## src/rtl/pix_pack_pkg.sv

```systemverilog
package pix_pack_pkg;

  typedef enum logic [1:0] {
    FMT_RGB   = 2'd0,
    FMT_GRAY2 = 2'd1,
    FMT_GRAY1 = 2'd2
  } fmt_sel_e;

  function automatic fmt_sel_e decode_fmt(input logic gray, input logic single);
    if (!gray)       return FMT_RGB;
    else if (single) return FMT_GRAY1;
    else             return FMT_GRAY2;
  endfunction

endpackage

```

## src/rtl/pix_fmt_cvt.sv

```systemverilog
module pix_fmt_cvt
  import pix_pack_pkg::*;
#(
  parameter int CH_W   = 8,
  parameter int R_W    = 5,
  parameter int G_W    = 6,
  parameter int B_W    = 5,
  parameter int GRAY_W = 12,
  parameter int HALF_W = 16
) (
  input  fmt_sel_e              sel,
  input  logic [3*CH_W-1:0]     pix,
  output logic [HALF_W-1:0]     half
);

  localparam int IN_W    = 3 * CH_W;
  localparam int PAD_W   = HALF_W - GRAY_W;
  localparam int R_HI    = IN_W - 1;
  localparam int G_HI    = 2 * CH_W - 1;
  localparam int B_HI    = CH_W - 1;

  logic [R_W-1:0]    red_n;
  logic [G_W-1:0]    grn_n;
  logic [B_W-1:0]    blu_n;
  logic [HALF_W-1:0] rgb_half;
  logic [HALF_W-1:0] gray_half;

  // keep the most significant bits of each channel, drop the rest
  assign red_n    = pix[R_HI -: R_W];
  assign grn_n    = pix[G_HI -: G_W];
  assign blu_n    = pix[B_HI -: B_W];
  assign rgb_half = {red_n, grn_n, blu_n};

  generate
    if (PAD_W > 0) begin : g_pad
      assign gray_half = {pix[GRAY_W-1:0], {PAD_W{1'b0}}};
    end else begin : g_nopad
      assign gray_half = pix[GRAY_W-1 -: HALF_W];
    end
  endgenerate

  always_comb begin
    if (sel == FMT_RGB) half = rgb_half;
    else                half = gray_half;
  end

endmodule

```

## src/rtl/pix_word_asm.sv

```systemverilog
module pix_word_asm
  import pix_pack_pkg::*;
#(
  parameter int HALF_W = 16
) (
  input  logic                  clk,
  input  logic                  rst,
  input  fmt_sel_e              sel,
  input  logic                  take,
  input  logic [HALF_W-1:0]     half,
  input  logic                  sof,
  input  logic                  eof,
  input  logic                  drain,
  output logic                  word_vld,
  output logic [2*HALF_W-1:0]   word
);

  localparam int WORD_W = 2 * HALF_W;

  logic              have_q;
  logic [HALF_W-1:0] pend_q;
  logic              opens_word;

  assign opens_word = sof || !have_q;

  always_ff @(posedge clk) begin
    if (rst) begin
      have_q   <= 1'b0;
      pend_q   <= '0;
      word_vld <= 1'b0;
      word     <= '0;
    end else begin
      if (word_vld && drain) word_vld <= 1'b0;
      if (take) begin
        if (sel == FMT_GRAY1) begin
          word     <= {half, {HALF_W{1'b0}}};
          word_vld <= 1'b1;
          have_q   <= 1'b0;
        end else if (opens_word) begin
          if (eof) begin
            word     <= {half, {HALF_W{1'b0}}};
            word_vld <= 1'b1;
            have_q   <= 1'b0;
          end else begin
            pend_q   <= half;
            have_q   <= 1'b1;
          end
        end else begin
          word     <= {pend_q, half};
          word_vld <= 1'b1;
          have_q   <= 1'b0;
        end
      end
    end
  end

  initial begin
    if (WORD_W != 2 * HALF_W) $error("word width mismatch");
  end

endmodule

```

## src/rtl/pix_pack_top.sv

```systemverilog
module pix_pack_top
  import pix_pack_pkg::*;
#(
  parameter int CH_W   = 8,
  parameter int R_W    = 5,
  parameter int G_W    = 6,
  parameter int B_W    = 5,
  parameter int GRAY_W = 12,
  parameter int HALF_W = 16,
  localparam int IN_W   = 3 * CH_W,
  localparam int WORD_W = 2 * HALF_W
) (
  input  logic              clk,
  input  logic              rst,
  input  logic              fmt_gray,
  input  logic              gray_single,
  input  logic              in_valid,
  output logic              in_ready,
  input  logic [IN_W-1:0]   in_data,
  input  logic              in_sof,
  input  logic              in_eof,
  output logic              out_valid,
  input  logic              out_ready,
  output logic [WORD_W-1:0] out_word
);

  fmt_sel_e          sel;
  logic [HALF_W-1:0] half;
  logic              take;

  assign sel      = decode_fmt(fmt_gray, gray_single);
  assign in_ready = !out_valid || out_ready;
  assign take     = in_valid && in_ready;

  pix_fmt_cvt #(
    .CH_W(CH_W), .R_W(R_W), .G_W(G_W), .B_W(B_W),
    .GRAY_W(GRAY_W), .HALF_W(HALF_W)
  ) u_cvt (
    .sel  (sel),
    .pix  (in_data),
    .half (half)
  );

  pix_word_asm #(
    .HALF_W(HALF_W)
  ) u_asm (
    .clk      (clk),
    .rst      (rst),
    .sel      (sel),
    .take     (take),
    .half     (half),
    .sof      (in_sof),
    .eof      (in_eof),
    .drain    (out_ready),
    .word_vld (out_valid),
    .word     (out_word)
  );

endmodule

```

## config.mk

```make
export PLATFORM = sky130hd
export DESIGN_NAME = pix_pack_top
export DESIGN_NICKNAME = d
export VERILOG_FILES = /design/src/rtl/pix_pack_pkg.sv /design/src/rtl/pix_fmt_cvt.sv /design/src/rtl/pix_word_asm.sv /design/src/rtl/pix_pack_top.sv
export SDC_FILE = /design/constraint.sdc
export NUM_CORES = 1
export LEC_CHECK = 0
export BUFFER_PORTS_ARGS = -buffer_cell sky130_fd_sc_hd__buf_2
export CORE_MARGIN = 10
export CORE_UTILIZATION = 52
export CTS_CLUSTER_DIAMETER = 120
export CTS_CLUSTER_SIZE = 12
export DETAILED_ROUTE_END_ITERATION = 16
export PLACE_DENSITY = 0.85
export SETUP_SLACK_MARGIN = 0.5
export SLEW_MARGIN = 10
export SYNTH_ARGS = -nofsm -noshare
export SYNTH_HDL_FRONTEND = slang
export SYNTH_HIERARCHICAL = 1
export SYNTH_SLANG_ARGS = --single-unit
```

## constraint.sdc

```tcl
create_clock -name clk -period 2.05 [get_ports clk]
set_clock_uncertainty 0.1 [all_clocks]
set_input_delay 0 -clock clk [delete_from_list [all_inputs] [get_ports clk]]
set_output_delay 0 -clock clk [all_outputs]
set_load 0.1 [all_outputs]
```

==> results of run 1 <==
synth_stat cells (2+ instances only):
library cell / number
sky130_fd_sc_hd__nand2_1: 81
sky130_fd_sc_hd__buf_4: 3
sky130_fd_sc_hd__a21oi_1: 34
sky130_fd_sc_hd__nand2b_1: 3
sky130_fd_sc_hd__mux2_2: 6
sky130_fd_sc_hd__nand3_1: 16
sky130_fd_sc_hd__mux2_4: 6
sky130_fd_sc_hd__a311oi_2: 16
sky130_fd_sc_hd__buf_2: 7
sky130_fd_sc_hd__clkbuf_1: 5
sky130_fd_sc_hd__nor2_1: 16
sky130_fd_sc_hd__dfxtp_1: 50
sky130_fd_sc_hd__and2_2: 4
sky130_fd_sc_hd__buf_6: 3
sky130_fd_sc_hd__nor2_4: 2
worst min-delay path by stage:
stage / to / from / slack, ns / cells after the start
global placement: u_asm/word_vld$_SDFF_PP0_ / out_ready / 0.19 / 3
CTS: u_asm/pend_q[9]$_SDFFE_PP0P_ / in_data[14] / 0.006 / 4
detailed placement: u_asm/word_vld$_SDFF_PP0_ / out_ready / 0.21 / 3
global route: u_asm/pend_q[12]$_SDFFE_PP0P_ / in_data[8] / 0.02 / 4
floorplan: u_asm/word_vld$_SDFF_PP0_ / out_ready / 0.09 / 2
finish: u_asm/pend_q[8]$_SDFFE_PP0P_ / in_data[13] / 0.01 / 4
area by class of cell:
type / instances / area share [%]
multi-input combinational: 195 / 42.08
sequential: 50 / 34.45
tap: 52 / 2.231
clock buffer: 7 / 3.689
clock inverter: 1 / 1.030
inverter: 1 / 0.1287
timing repair buffer: 73 / 16.39
layer usage:
metal	wire length, um	share of wire, %
met5	0	0
met4	75	1.2
met3	569	9.0
met2	3229	51
met1	2470	39
worst max-delay path, delay by kind of cell (launching register included):
kind | cells | cell delay [ns]
flops | 1 | 0.36
compound gates | 1 | 0.22
simple gates | 3 | 0.54
buf+inv | 1 | 0.20
power groups by stage:
stage	clock, mW	sequential, mW	combinational [mW]
after global routing	0.850	1.05	0.641
final	0.804	1.04	0.608
after CTS	0.815	1.04	0.586
after detailed placement	0	1.06	0.581
after global placement	0	1.06	0.572
after floorplan	0	1.28	0.262
what timing repair did:
action | 4_1_cts | 5_1_grt
endpoints found under the setup margin | 22 | 32
gates resized for setup | 2 | 5
gates cloned | 0 | 2
hold buffers | 2 | 0
endpoints found under the hold margin | 2 | 0
pin swaps | 0 | 1
per-stage QoR:
step	area [sq um]	setup WS, ns	power [mW]	std cells
6_report	2917	0.5559	2.451	379
5_1_grt	2917	0.4856	2.536	379
4_1_cts	2839	0.5120	2.439	377
3_5_place_dp	2674	0.4329	1.642	367
3_3_place_gp	2674	0.4773	1.632	367
2_1_floorplan	2384	0.2695	1.544	266
kinds of logic (layout without fill, tap and decap cells):
group	Yosys count	in the layout	share of synthesized area [%]
buffers and inverters	21	82	5.863
and+or+nand+nor	131	131	25.64
AOI/OAI and AO/OA	52	52	19.14
muxes	12	12	6.716
DFF	50	50	42.64
registers in the layout, summed over array words and instances (netlist names):
name            flops
u_asm/word         32
u_asm/have_q        1
u_asm/pend_q       16
u_asm/word_vld      1
==> impl.org, run 1 <==
** Run status
- The flow ran to the end, and the final reports show no timing, DRC or antenna violations.

** Worst setup path
- The worst setup path is captured at a flop.
- Worst path cell trace :: or2b_4 -> nor2_4 -> clkbuf_16 -> nand2_1 -> a311oi_2
- STA classifies the critical path startpoint as a flop.
- Delay of the slowest cell on the worst path :: 0.36 ns
- Largest fanout of any net on the critical path :: 16
- Worst Setup EP :: u_asm/word[19]$_SDFFE_PP0P_
- Worst setup path category :: reg2reg
- STA puts the critical path data required time at 2.18 ns.
- Data arrives at the worst endpoint at 1.63 ns.
- The number of cells on the worst reg-to-reg path is 5.
- Capture point of the worst reg-to-reg path :: u_asm/word[19]$_SDFFE_PP0P_
- In this run the worst setup path begins at u_asm/have_q$_SDFFE_PP0P_.
- The setup check on the worst reg-to-reg path leaves a slack of about 0.56 ns.
- Slowest stage cell, crit path :: sky130_fd_sc_hd__dfxtp_1
- The worst register-to-register path begins at u_asm/have_q$_SDFFE_PP0P_.

** GRT
- met2 is the most crowded layer.
- Met1 track demand over resource :: 17.87%
- Met2 Use GR :: 26.98%
- The first global-routing pass estimated 9.735 mm of wire.
- Number of global-route vias before repair :: 2020
- Maximum number of pins on one net before global-route repair :: 49
- The initial antenna violation count was 0.
- In the global route stage, overall resource usage came out at about 16%.
- Grt total ovfl :: 0
- Met3 layer usage reported by global route :: 4.963%

** STA
- Across all hold checks on the routed design, the worst slack comes to 0.01414 ns.
- Measured against its own limit, the worst slew margin works out to 64.56%.
- Final Critical Period :: 1.494 ns
- Achievable Freq :: 669.3 MHz
- Final count of pins violating max slew :: 0
- Worst-Margin Slew :: 0.5316 ns
- The final critical path takes up 72.88% of the cycle.
- The total count of hold-check failures in the final report is 0.
- Total Negative Setup Slacks :: 0 ns
- Unrepaired setup endpoints after global routing :: true
- Final setup vio count :: 0

** Clocking
- Counting along the longest clock path gives a buffer depth of 2.
- CTS clk-pin slew, worst paths :: 0.10 ns
- Inserted Clock Buffers :: 5
- TritonCTS clock tree :: yes
- Clk sink count :: 50
- The H-tree was split into 2 levels.
- The later pin in the worst-skew pair is clocked with a latency of 0.31 ns.
- Root Driver :: sky130_fd_sc_hd__clkbuf_8
- Post-CTS Setup Bufs :: 0

** Synth
- Counting flops with an async set or reset pin after synthesis yields a share of 0%.
- During synthesis, Yosys emitted a total of 6 warnings.
- Sequential-to-total area share from yosys stat :: ~43%
- Cell type with the largest total area after synthesis :: sky130_fd_sc_hd__dfxtp_1
- Synthesized netlist net count :: slightly below 300
- Number of flops mapped to enable cells by yosys :: 0
- Post-synth top area share :: 42.64%
- After synthesis the netlist holds a flip-flop and latch count of 50.
- A synthesized cell averages 8.824 sq um.
- Post-synthesis instance area :: 0.002347 sq mm
- Post-synth cell types :: 29
- Top post-synthesis cells by area :: sky130_fd_sc_hd__dfxtp_1 (43%), sky130_fd_sc_hd__nand2_1 (13%), sky130_fd_sc_hd__a311oi_2 (10%)
- Most used DFF post-synth :: sky130_fd_sc_hd__dfxtp_1
- After technology mapping, the gate count stands at 266.

** Placement
- HPWL after detailed placement :: 4.222 mm
- The congestion estimate from routability-driven global placement came to 0.8177.
- Number of buffer cells added on primary ports :: 62

** Power and ir drop
- VDD sags by at most approximately 0.00039 V.
- The internal portion of the total power is 1.661 mW.
- Static power due to leakage :: 1.185 nW
- Net switching fraction of the power :: between 30% and 40%
- In this run, the clock network consumes 32.8% of the power.
- Registers are responsible for 42.4% of the overall power.
- Combinational logic burns 24.8% of the power.
- Power per unit of standard cell area :: approximately 840 mW/mm^2
- Switching power total :: 0.7893 mW

** Final layout
- Relative to the synthesized area, the layout overhead comes to 24.25%.
- Final Core Density :: roughly 67%
- Commonest non-fill, non-tap cell in the layout :: sky130_fd_sc_hd__nand2_1
- In the final layout, the multi-input gates occupy 0.001227 sq mm.
- The library cells used most frequently in the layout, excluding fill and tap cells, are sky130_fd_sc_hd__nand2_1 (80), sky130_fd_sc_hd__buf_2 (62), sky130_fd_sc_hd__dfxtp_1 (49), sky130_fd_sc_hd__a21oi_1 (33).
- In the final design database the tool counted 358 nets.
- Proportion of layout cells with a drive suffix above 1 :: approximately 38%
- Count of antenna diodes in the layout :: 0
- Total of fill cells in the finished design :: 365
- FF/Latch Area :: 0.001005 sq mm

** Detailed routing
- Total detailed-routing wirelength :: 6.343 mm
- Using the TritonRoute via totals, the vias-per-cell ratio works out to around 5.4.
- Total via count after detailed routing :: slightly above 2000
- The detailed router finished its first iteration with 136 violations.
- After detailed routing, the number of remaining DRC violations is 0.
- The count of nets left with antenna violations once routing finished came out at 0.
- After detailed routing, the average wire length per cell comes to between 15 and 20 um.
- The pre-antenna-repair detailed-routing pass consisted of 4 iterations.

** Floorplan
- Once the floorplan was initialized, standard cells occupied 53.91% of the core.
- Top-Level Pins :: 66
- Area of the die :: around 0.0076 sq mm
- Width of the chip :: between 80 and 90 um
- The die is a little under 90 um tall.
- Core area :: 0.004354 sq mm
- In this run the core area contains 24 standard-cell rows.

** Run
- Number of max-cap violations :: 0

** Min path
- Tightest Hold Check Type :: in2reg
Power figures use the tool's default switching activity.
==> run 2: changes to the inputs <==
==> constraint.sdc (replaced) <==
create_clock -name clk -period 1.5 [get_ports clk]
set_clock_uncertainty 0.1 [all_clocks]
set_input_delay 0 -clock clk [delete_from_list [all_inputs] [get_ports clk]]
set_output_delay 0 -clock clk [all_outputs]
set_load 0.1 [all_outputs]
==> run 2 against run 1 <==
The flow now finishes with violations (setup timing). Cell count is 5.3% higher. Die area stayed put. Non-clock buffer count rose by 17. Total power increased by 43%. Largest power group unchanged. Highest routed layer unchanged.
==> impl.org, run 2 (synthesized netlist as in run 1, its figures left out) <==
** Run status
- The flow ran to the end, but the final reports show violations.
- The final reports fail on setup timing.

** Floorplan
- The area of the die was 0.007601 sq mm (unchanged).
- Placement Rows :: 24 (unchanged)
- The floorplan core area came to 0.004354 sq mm (unchanged).
- Initial standard-cell utilization of the core :: 53.91% (unchanged)
- The overall die width came to 87.19 um (unchanged).
- Vertical die dimension :: 87.19 um (unchanged)
- The number of placed I/O pins is 66 (unchanged).

** Clocking
- Clk sink count :: 50 (unchanged)
- CTS clk-pin slew, worst paths :: 0.09 ns (about the same)
- The number of buffers added by the clock tree synthesis step came to 5 (unchanged).
- The largest buffer count on any clock path was 2 (unchanged).
- The number of H-tree levels was 2 (unchanged).
- The insertion delay to the later sink of the worst-skew pair is 0.31 ns (about the same).
- TritonCTS clock tree :: yes
- CTS placed an instance of sky130_fd_sc_hd__clkbuf_8 at the clock tree root.

** Worst setup path
- The highest fanout seen on the critical path was 16 (unchanged).
- R2R Path Start :: u_asm/have_q$_SDFFE_PP0P_
- The data arrival time of the critical path came to 1.77 ns (+0.14 ns).
- The register-to-register setup slack is -0.17 ns (-0.73 ns).
- Worst Setup EP :: u_asm/word[17]$_SDFFE_PP0P_
- Nature of the critical path startpoint :: flop
- By startpoint and endpoint, the worst setup path is classified as reg2reg.
- Capture point of the worst reg-to-reg path :: u_asm/word[17]$_SDFFE_PP0P_
- The required arrival time at the worst endpoint is 1.60 ns (-0.58 ns).
- CP startpoint :: u_asm/have_q$_SDFFE_PP0P_
- Kind of capture point of the worst setup path :: flop
- The length in cells of the worst reg-to-reg path was 5 (unchanged).

** GRT
- Grt total ovfl :: 0 (unchanged)
- First-pass GRT wire length :: 13.66 mm (+40%)
- Number of antenna violations at the first check in global routing :: 0 (unchanged)
- Number of global-route vias before repair :: 2609 (+29%)
- The largest net degree at the start of global routing was 51 (+4.1%).
- Total GRT Usage :: 22.67% (+6.8 points)

** Final layout
- Area of the multi-input gates :: 0.001619 sq mm (+32%)
- The area growth from synthesis to layout is 69.40%.
- Total of fill cells in the finished design :: 124 (-66%)
- The count of nets after finishing is 378 (+5.6%).
- The library cell used most frequently in the layout, excluding fill and tap cells, is sky130_fd_sc_hd__nand2_1.
- The largest registers in the layout are u_asm/word (32), u_asm/pend_q (16).
- Proportion of layout cells with a drive suffix above 1 :: 72.05% (+34 points)
- Count of antenna diodes in the layout :: 0 (unchanged)
- Ranked by flip-flop count, first place goes to u_asm/word.
- The flip-flop count of the largest register, all copies and words added came to 32 (unchanged).
- The flip-flop and latch area is 0.001044 sq mm (+3.9%).
- The utilization after layout was 91.32% (+24 points).
- The top cell types in the final layout, fill and taps aside, are sky130_fd_sc_hd__nand2_1 (55), sky130_fd_sc_hd__a21oi_2 (33), sky130_fd_sc_hd__buf_12 (30), sky130_fd_sc_hd__buf_2 (28), sky130_fd_sc_hd__dfxtp_2 (28).

** Power and ir drop
- Switching power total :: 1.285 mW (+63%)
- The worst ir drop on vdd is 0.0006693 V (+72%).
- Power, Total :: 3.506 mW (+43%)
- The portion of total power attributed to the clock network is 23.6% (-9.2 points).
- The cell-internal power is 2.221 mW (+34%).
- The power density over cell area was 881.7 mW/mm^2 (+4.9%).
- Fraction of power consumed by sequential logic :: 41.8% (-0.6 points)
- Combinational Power Share :: 34.6% (+9.8 points)
- Net switching fraction of the power :: 36.64% (+4.4 points)
- The leakage power summed over all cells is 1.419 nW (+20%).

** Detailed routing
- The routed wirelength normalized by instance count was 28.33 um (+69%).
- The total vias in the final route came to 2644 (+28%).
- The number of DRC violations after detailed routing was 0 (unchanged).
- The detailed router's first-iteration violation count is 345 (+150%).
- The sum of routed wire length over all layers is 11.30 mm (+78%).
- Post-DRT Antenna Nets :: 0 (unchanged)
- The via count normalized by instance count is 6.627 (+22%).
- The number of detailed-route iterations in the first pass is 5 (+1).

** STA
- Worst hold margin :: 0.02943 ns (+0.01529 ns)
- Final count of pins violating max slew :: 0 (unchanged)
- The highest attainable clock frequency is 597.6 MHz (-11%).
- Tcrit/Tclk final :: 111.6% (+39 points)
- Worst-Margin Slew :: 0.5518 ns (+0.02013 ns)
- Unrepaired setup endpoints after global routing :: true
- The shortest clock period the worst path allows after layout is 1.673 ns (+0.1794 ns).
- Minimum setup slack in the final design :: -0.1734 ns (-0.7294 ns)
- The worst relative slew slack came to 63.21% (-1.3 points).
- Hold violation count in the final report :: 0 (unchanged)
- Final setup vio count :: 37 (+37)

** Placement
- Number of buffer cells added on primary ports :: 62 (unchanged)
- Routability congestion estimate from global placement :: 0.8462 (+3.5%)
- The worst-case setup slack after placement is -0.07975 ns (-0.5127 ns).
- The half-perimeter wire length after placement was 4.266 mm (+1.0%).

** Run
- Number of max-cap violations :: 0 (unchanged)

** Min path
- Tightest Hold Check Type :: in2reg
## run 2: how the worst min path moves through the flow
| stage | startpoint | depth (start not counted) | to |
|---|---|---|---|
| after floorplan | out_ready | 2 | u_asm/word_vld$_SDFF_PP0_ |
| after global placement | out_ready | 3 | u_asm/word_vld$_SDFF_PP0_ |
| after detailed placement | out_ready | 3 | u_asm/word_vld$_SDFF_PP0_ |
| after CTS | in_data[12] | 4 | u_asm/pend_q[7]$_SDFFE_PP0P_ |
| after global routing | in_data[8] | 4 | u_asm/pend_q[12]$_SDFFE_PP0P_ |
| final | in_data[12] | 4 | u_asm/pend_q[7]$_SDFFE_PP0P_ |
## run 2: what timing repair did
item | CTS | global route
hold endpoints to repair | 1 | 0
resized for setup | 123 | 124
endpoints found under the setup margin | 84 | 74
pin swaps | 38 | 36
hold buffers | 1 | 0
buffers inserted | 8 | 4
cloned | 6 | 1
## run 2: routing by layer
| layer | vias up | track usage (%) | routed length [um] |
|---|---|---|---|
| met5 | - | 0 | 0 |
| met4 | 0 | 12.90 | 757 |
| met3 | 82 | 7.116 | 1054 |
| met1 | 1254 | 24.18 | 4001 |
| li1 | 1080 | - | - |
| met2 | 228 | 38.57 | 5490 |
## run 2: final cells by class
type	instances	share of cell area, %
Inverter	1	0.09440
Timing Repair Buffer	90	29.01
Sequential cell	50	26.24
Tap cell	52	1.636
Clock buffer	7	2.171
Clock inverter	1	0.1259
Multi-Input combinational cell	198	40.72
## run 2: power groups by stage
stage	clock network (mW)	registers, mW	logic (mW)
detailed placement	0	1.45	0.820
floorplan	0	1.75	0.358
CTS	0.816	1.44	1.01
finish	0.827	1.47	1.21
global placement	0	1.45	0.810
global route	0.871	1.47	1.24
## run 2: worst max-delay path, stage by stage, from the launching register on
cell                       delay (ns)
sky130_fd_sc_hd__dfxtp_2         0.36
sky130_fd_sc_hd__or2b_4          0.30
sky130_fd_sc_hd__nor2_4          0.20
sky130_fd_sc_hd__buf_12          0.18
sky130_fd_sc_hd__nand2_1         0.11
sky130_fd_sc_hd__a311oi_2        0.31
## run 2: stage by stage
| stage | setup TNS (ns) | instance area (sq um) | cells |
|---|---|---|---|
| finish | -2.617 | 3976 | 399 |
| global placement | 0 | 2769 | 371 |
| floorplan | -11.38 | 2399 | 266 |
| detailed placement | -0.9684 | 2769 | 371 |
| CTS | 0 | 3443 | 394 |
| global route | -3.550 | 3976 | 399 |
==> run 3: changes to the inputs <==
--- a/config.mk
+++ b/config.mk
@@ -11,10 +11,13 @@
 export CTS_CLUSTER_DIAMETER = 120
 export CTS_CLUSTER_SIZE = 12
 export DETAILED_ROUTE_END_ITERATION = 16
+export GPL_TIMING_DRIVEN = 0
 export PLACE_DENSITY = 0.85
+export RECOVER_POWER = 25
 export SETUP_SLACK_MARGIN = 0.5
 export SLEW_MARGIN = 10
 export SYNTH_ARGS = -nofsm -noshare
 export SYNTH_HDL_FRONTEND = slang
 export SYNTH_HIERARCHICAL = 1
 export SYNTH_SLANG_ARGS = --single-unit
+export TNS_END_PERCENT = 50
==> run 3 against run 2 <==
The run still ends with setup timing left. Core utilization down 9.7 points. Setup slack better by 0.049 ns. Fmax up 3.0%. Cell count up 0.25%. Combinational power down 9.9%. Critical path depth unchanged. Sequential power about the same. Sequential share of layout area up 2.1 points. Global-route usage down 4.3 points. Critical endpoint is now u_asm/word[31]$_SDFFE_PP0P_.
==> impl.org, run 3 (synthesized netlist as in run 1, its figures left out) <==
** Run status
- The flow ran to the end, but the final reports show violations.
- The checks that failed: setup timing.

** Worst setup path
- The worst setup path is launched from a flop.
- R2R Path Start :: u_asm/have_q$_SDFFE_PP0P_
- Buf+Inv Stages, Crit Path :: 1 (unchanged)
- The length in cells of the worst reg-to-reg path came to 5 (unchanged).
- Delay of the slowest cell on the worst path :: 0.35 ns (about the same)
- Data arrival time of the critical path :: 1.73 ns (-0.04 ns)
- The register-to-register setup slack came to -0.12 ns (+0.05 ns).
- Crit path required time :: 1.61 ns (about the same)
- The slowest stage of the critical path belongs to the cell sky130_fd_sc_hd__dfxtp_2.
- Largest fanout of any net on the critical path :: 10 (-6)
- CP delay by family, top :: simple AND/OR/NAND/NOR gates
- Capture point of the worst reg-to-reg path :: u_asm/word[31]$_SDFFE_PP0P_
- STA classifies the critical path endpoint as a flop.
- Worst setup path category :: reg2reg
- Worst path cell trace :: or2b_4 -> nor2_4 -> buf_6 -> nand2_1 -> a311oi_2

** Placement
- Worst-case setup slack after placement :: -0.07976 ns (-0.000004100 ns)
- Placed inst area :: 0.002744 sq mm (-0.90%)
- The final weighted congestion of routability-driven global placement came to 0.8457 (about the same).
- Number of buffer cells added on primary ports :: 61 (-1.6%)
- The half-perimeter wire length after placement came to 4.726 mm (+11%).

** STA
- The total count of hold-check failures in the final report is 0 (unchanged).
- The shortest clock period the worst path allows after layout is 1.625 ns (-0.04870 ns).
- The highest attainable clock frequency was 615.5 MHz (+3.0%).
- The final setup violation count was 31 (-16%).
- Worst-Margin Slew :: 0.8208 ns (+0.2690 ns)
- The number of max-slew violations in the final report is 0 (unchanged).
- Minimum setup slack in the final design :: -0.1247 ns (+0.04870 ns)
- The share of the cycle needed by the critical path after routing is 108.3% (-3.2 points).
- The worst relative slew slack is 45.28% (-18 points).
- Setup repair after global routing could not meet its margin everywhere.

** Final layout
- The fraction of final layout cells with drive strength greater than 1 came to 48.56% (-23 points).
- The flip-flop and latch area is 0.001008 sq mm (-3.4%).
- The count of nets after finishing is 380 (+0.53%).
- Total of fill cells in the finished design :: 219 (+77%)
- Count of antenna diodes in the layout :: 0 (unchanged)
- The area occupied by multi-input gates is 0.001401 sq mm (-13%).
- From synthesis to final layout, the design area changed by 51.39%.
- Top library cells by usage in the layout, fill and taps aside :: sky130_fd_sc_hd__nand2_1 (65), sky130_fd_sc_hd__dfxtp_1 (46), sky130_fd_sc_hd__buf_2 (29), sky130_fd_sc_hd__buf_12 (22), sky130_fd_sc_hd__a21oi_1 (21)
- Largest registers :: u_asm/word (32), u_asm/pend_q (16)
- Leaving out fill and tap cells, the most frequent cell in the layout is sky130_fd_sc_hd__nand2_1.
- The flip-flop count of the largest register, all copies and words added came to 32 (unchanged).
- Final design instance area without fill :: 0.003553 sq mm (-11%)
- Final Core Density :: 81.61% (-9.7 points)
- u_asm/word holds more flip-flops than any other register.

** Clocking
- The number of clock sinks seen by CTS came to 50 (unchanged).
- The number of H-tree levels was 2 (unchanged).
- CTS Buffer Depth :: 2 (unchanged)
- Root Driver :: sky130_fd_sc_hd__clkbuf_8
- Inserted Clock Buffers :: 5 (unchanged)
- TritonCTS built the clock tree.
- Worst skew pair latency :: 0.31 ns (about the same)
- The clock slew at the register clock pins of the worst setup and hold paths was 0.09 ns (about the same).

** Min path
- Worst Min Path Start :: in_data[8]
- WHS Path Cells :: 4 (unchanged)
- Hold endpoint :: u_asm/pend_q[12]$_SDFFE_PP0P_
- The worst hold path belongs to the class in2reg.

** Detailed routing
- Detailed-route DRC error count :: 0 (unchanged)
- In this run the top signal layer used is met4.
- Total via count after detailed routing :: 2484 (-6.1%)
- Routed met3 length :: 737 um (-30%)
- The detailed router's first-iteration violation count came to 303 (-12%).
- The wire length on met1 was 3.479 mm (-13%).
- Total detailed-routing wirelength :: 8.902 mm (-21%)
- The remaining antenna violation count after routing is 0 (unchanged).
- The number of detailed-route iterations in the first pass is 5 (unchanged).
- Detailed-route vias per instance :: 6.210 (-6.3%)
- WL/cell :: 22.26 um (-21%)
- Met2 wirelength from detailed routing :: 4.375 mm (-20%)

** GRT
- Number of global-route vias before repair :: 2276 (-13%)
- The first-pass GRT wire length came to 11.12 mm (-19%).
- Maximum number of pins on one net before global-route repair :: 14 (-73%)
- Number of antenna violations at the first check in global routing :: 0 (unchanged)
- Total GRT Usage :: 18.34% (-4.3 points)
- Grt total ovfl :: 0 (unchanged)

** Floorplan
- Area of the die :: 0.007601 sq mm (unchanged)
- Initial standard-cell utilization of the core :: 53.91% (unchanged)
- Core area :: 0.004354 sq mm (unchanged)
- Top-Level Pins :: 66 (unchanged)
- The floorplan die height is 87.19 um (unchanged).
- The number of standard-cell rows in the floorplan is 24 (unchanged).
- Width of the chip :: 87.19 um (unchanged)

** Power and ir drop
- Static power due to leakage :: 1.412 nW (-0.53%)
- Max VDD drop :: 0.0006285 V (-6.1%)
- The power density over cell area came to 926.5 mW/mm^2 (+5.1%).
- Power, Total :: 3.292 mW (-6.1%)

** Run
- Number of max-cap violations :: 0 (unchanged)
## run 3: cell type report
class | count | area share, %
multi-input cells | 196 | 39.44
plain buffers | 20 | 5.387
well taps | 52 | 1.831
flip-flops and latches | 50 | 28.38
repair buffers | 74 | 22.71
clock buffers | 7 | 2.148
inverters | 1 | 0.1056
## run 3: routing by layer
| layer | vias to the layer above | track usage, % |
|---|---|---|
| li1 | 1074 | - |
| met1 | 1207 | 20.58 |
| met2 | 165 | 30.71 |
| met3 | 38 | 5.618 |
| met4 | 0 | 8.986 |
| met5 | - | 0 |
## run 3: worst max-delay path by stage
stage | from | to | slack [ns] | depth (start not counted)
floorplan | u_asm/word_vld$_SDFF_PP0_ | u_asm/word[22]$_SDFFE_PP0P_ | -0.28 | 6
global placement | gray_single | u_asm/word[4]$_SDFFE_PP0P_ | -0.008 | 8
detailed placement | gray_single | u_asm/word[5]$_SDFFE_PP0P_ | -0.08 | 8
CTS | u_asm/have_q$_SDFFE_PP0P_ | u_asm/word[17]$_SDFFE_PP0P_ | -0.02 | 5
global route | u_asm/have_q$_SDFFE_PP0P_ | u_asm/word[26]$_SDFFE_PP0P_ | -0.13 | 5
finish | u_asm/have_q$_SDFFE_PP0P_ | u_asm/word[31]$_SDFFE_PP0P_ | -0.12 | 5
## run 3: where the power goes
part	switching (mW)	internal, mW	total [mW]
logic	0.689	0.397	1.09
registers	0.0535	1.39	1.44
clock network	0.440	0.323	0.762
## run 3: worst register-to-register path, stage by stage (launching register included)
cell and delay [ns]:
sky130_fd_sc_hd__dfxtp_2 0.35, sky130_fd_sc_hd__or2b_4 0.30, sky130_fd_sc_hd__nor2_4 0.19, sky130_fd_sc_hd__buf_6 0.18, sky130_fd_sc_hd__nand2_1 0.10, sky130_fd_sc_hd__a311oi_2 0.30
## run 3: through the flow
step	hold slack [ns]	std cells	setup TNS (ns)
after detailed placement	0.1829	379	-1.443
after global routing	0.01143	400	-2.556
final	0.005340	400	-1.412
after floorplan	0.07142	266	-11.45
after global placement	0.1727	379	-0.01256
after CTS	0.0006822	390	-0.1735
## run 3: what timing repair did
item                                    4_1_cts  5_1_grt
gates cloned                                  1        4
buffers inserted                              2        6
pin swaps                                     2       16
gates resized for setup                      93       97
endpoints found under the hold margin         1        0
endpoints found under the setup margin       84       83
hold buffers                                  1        0
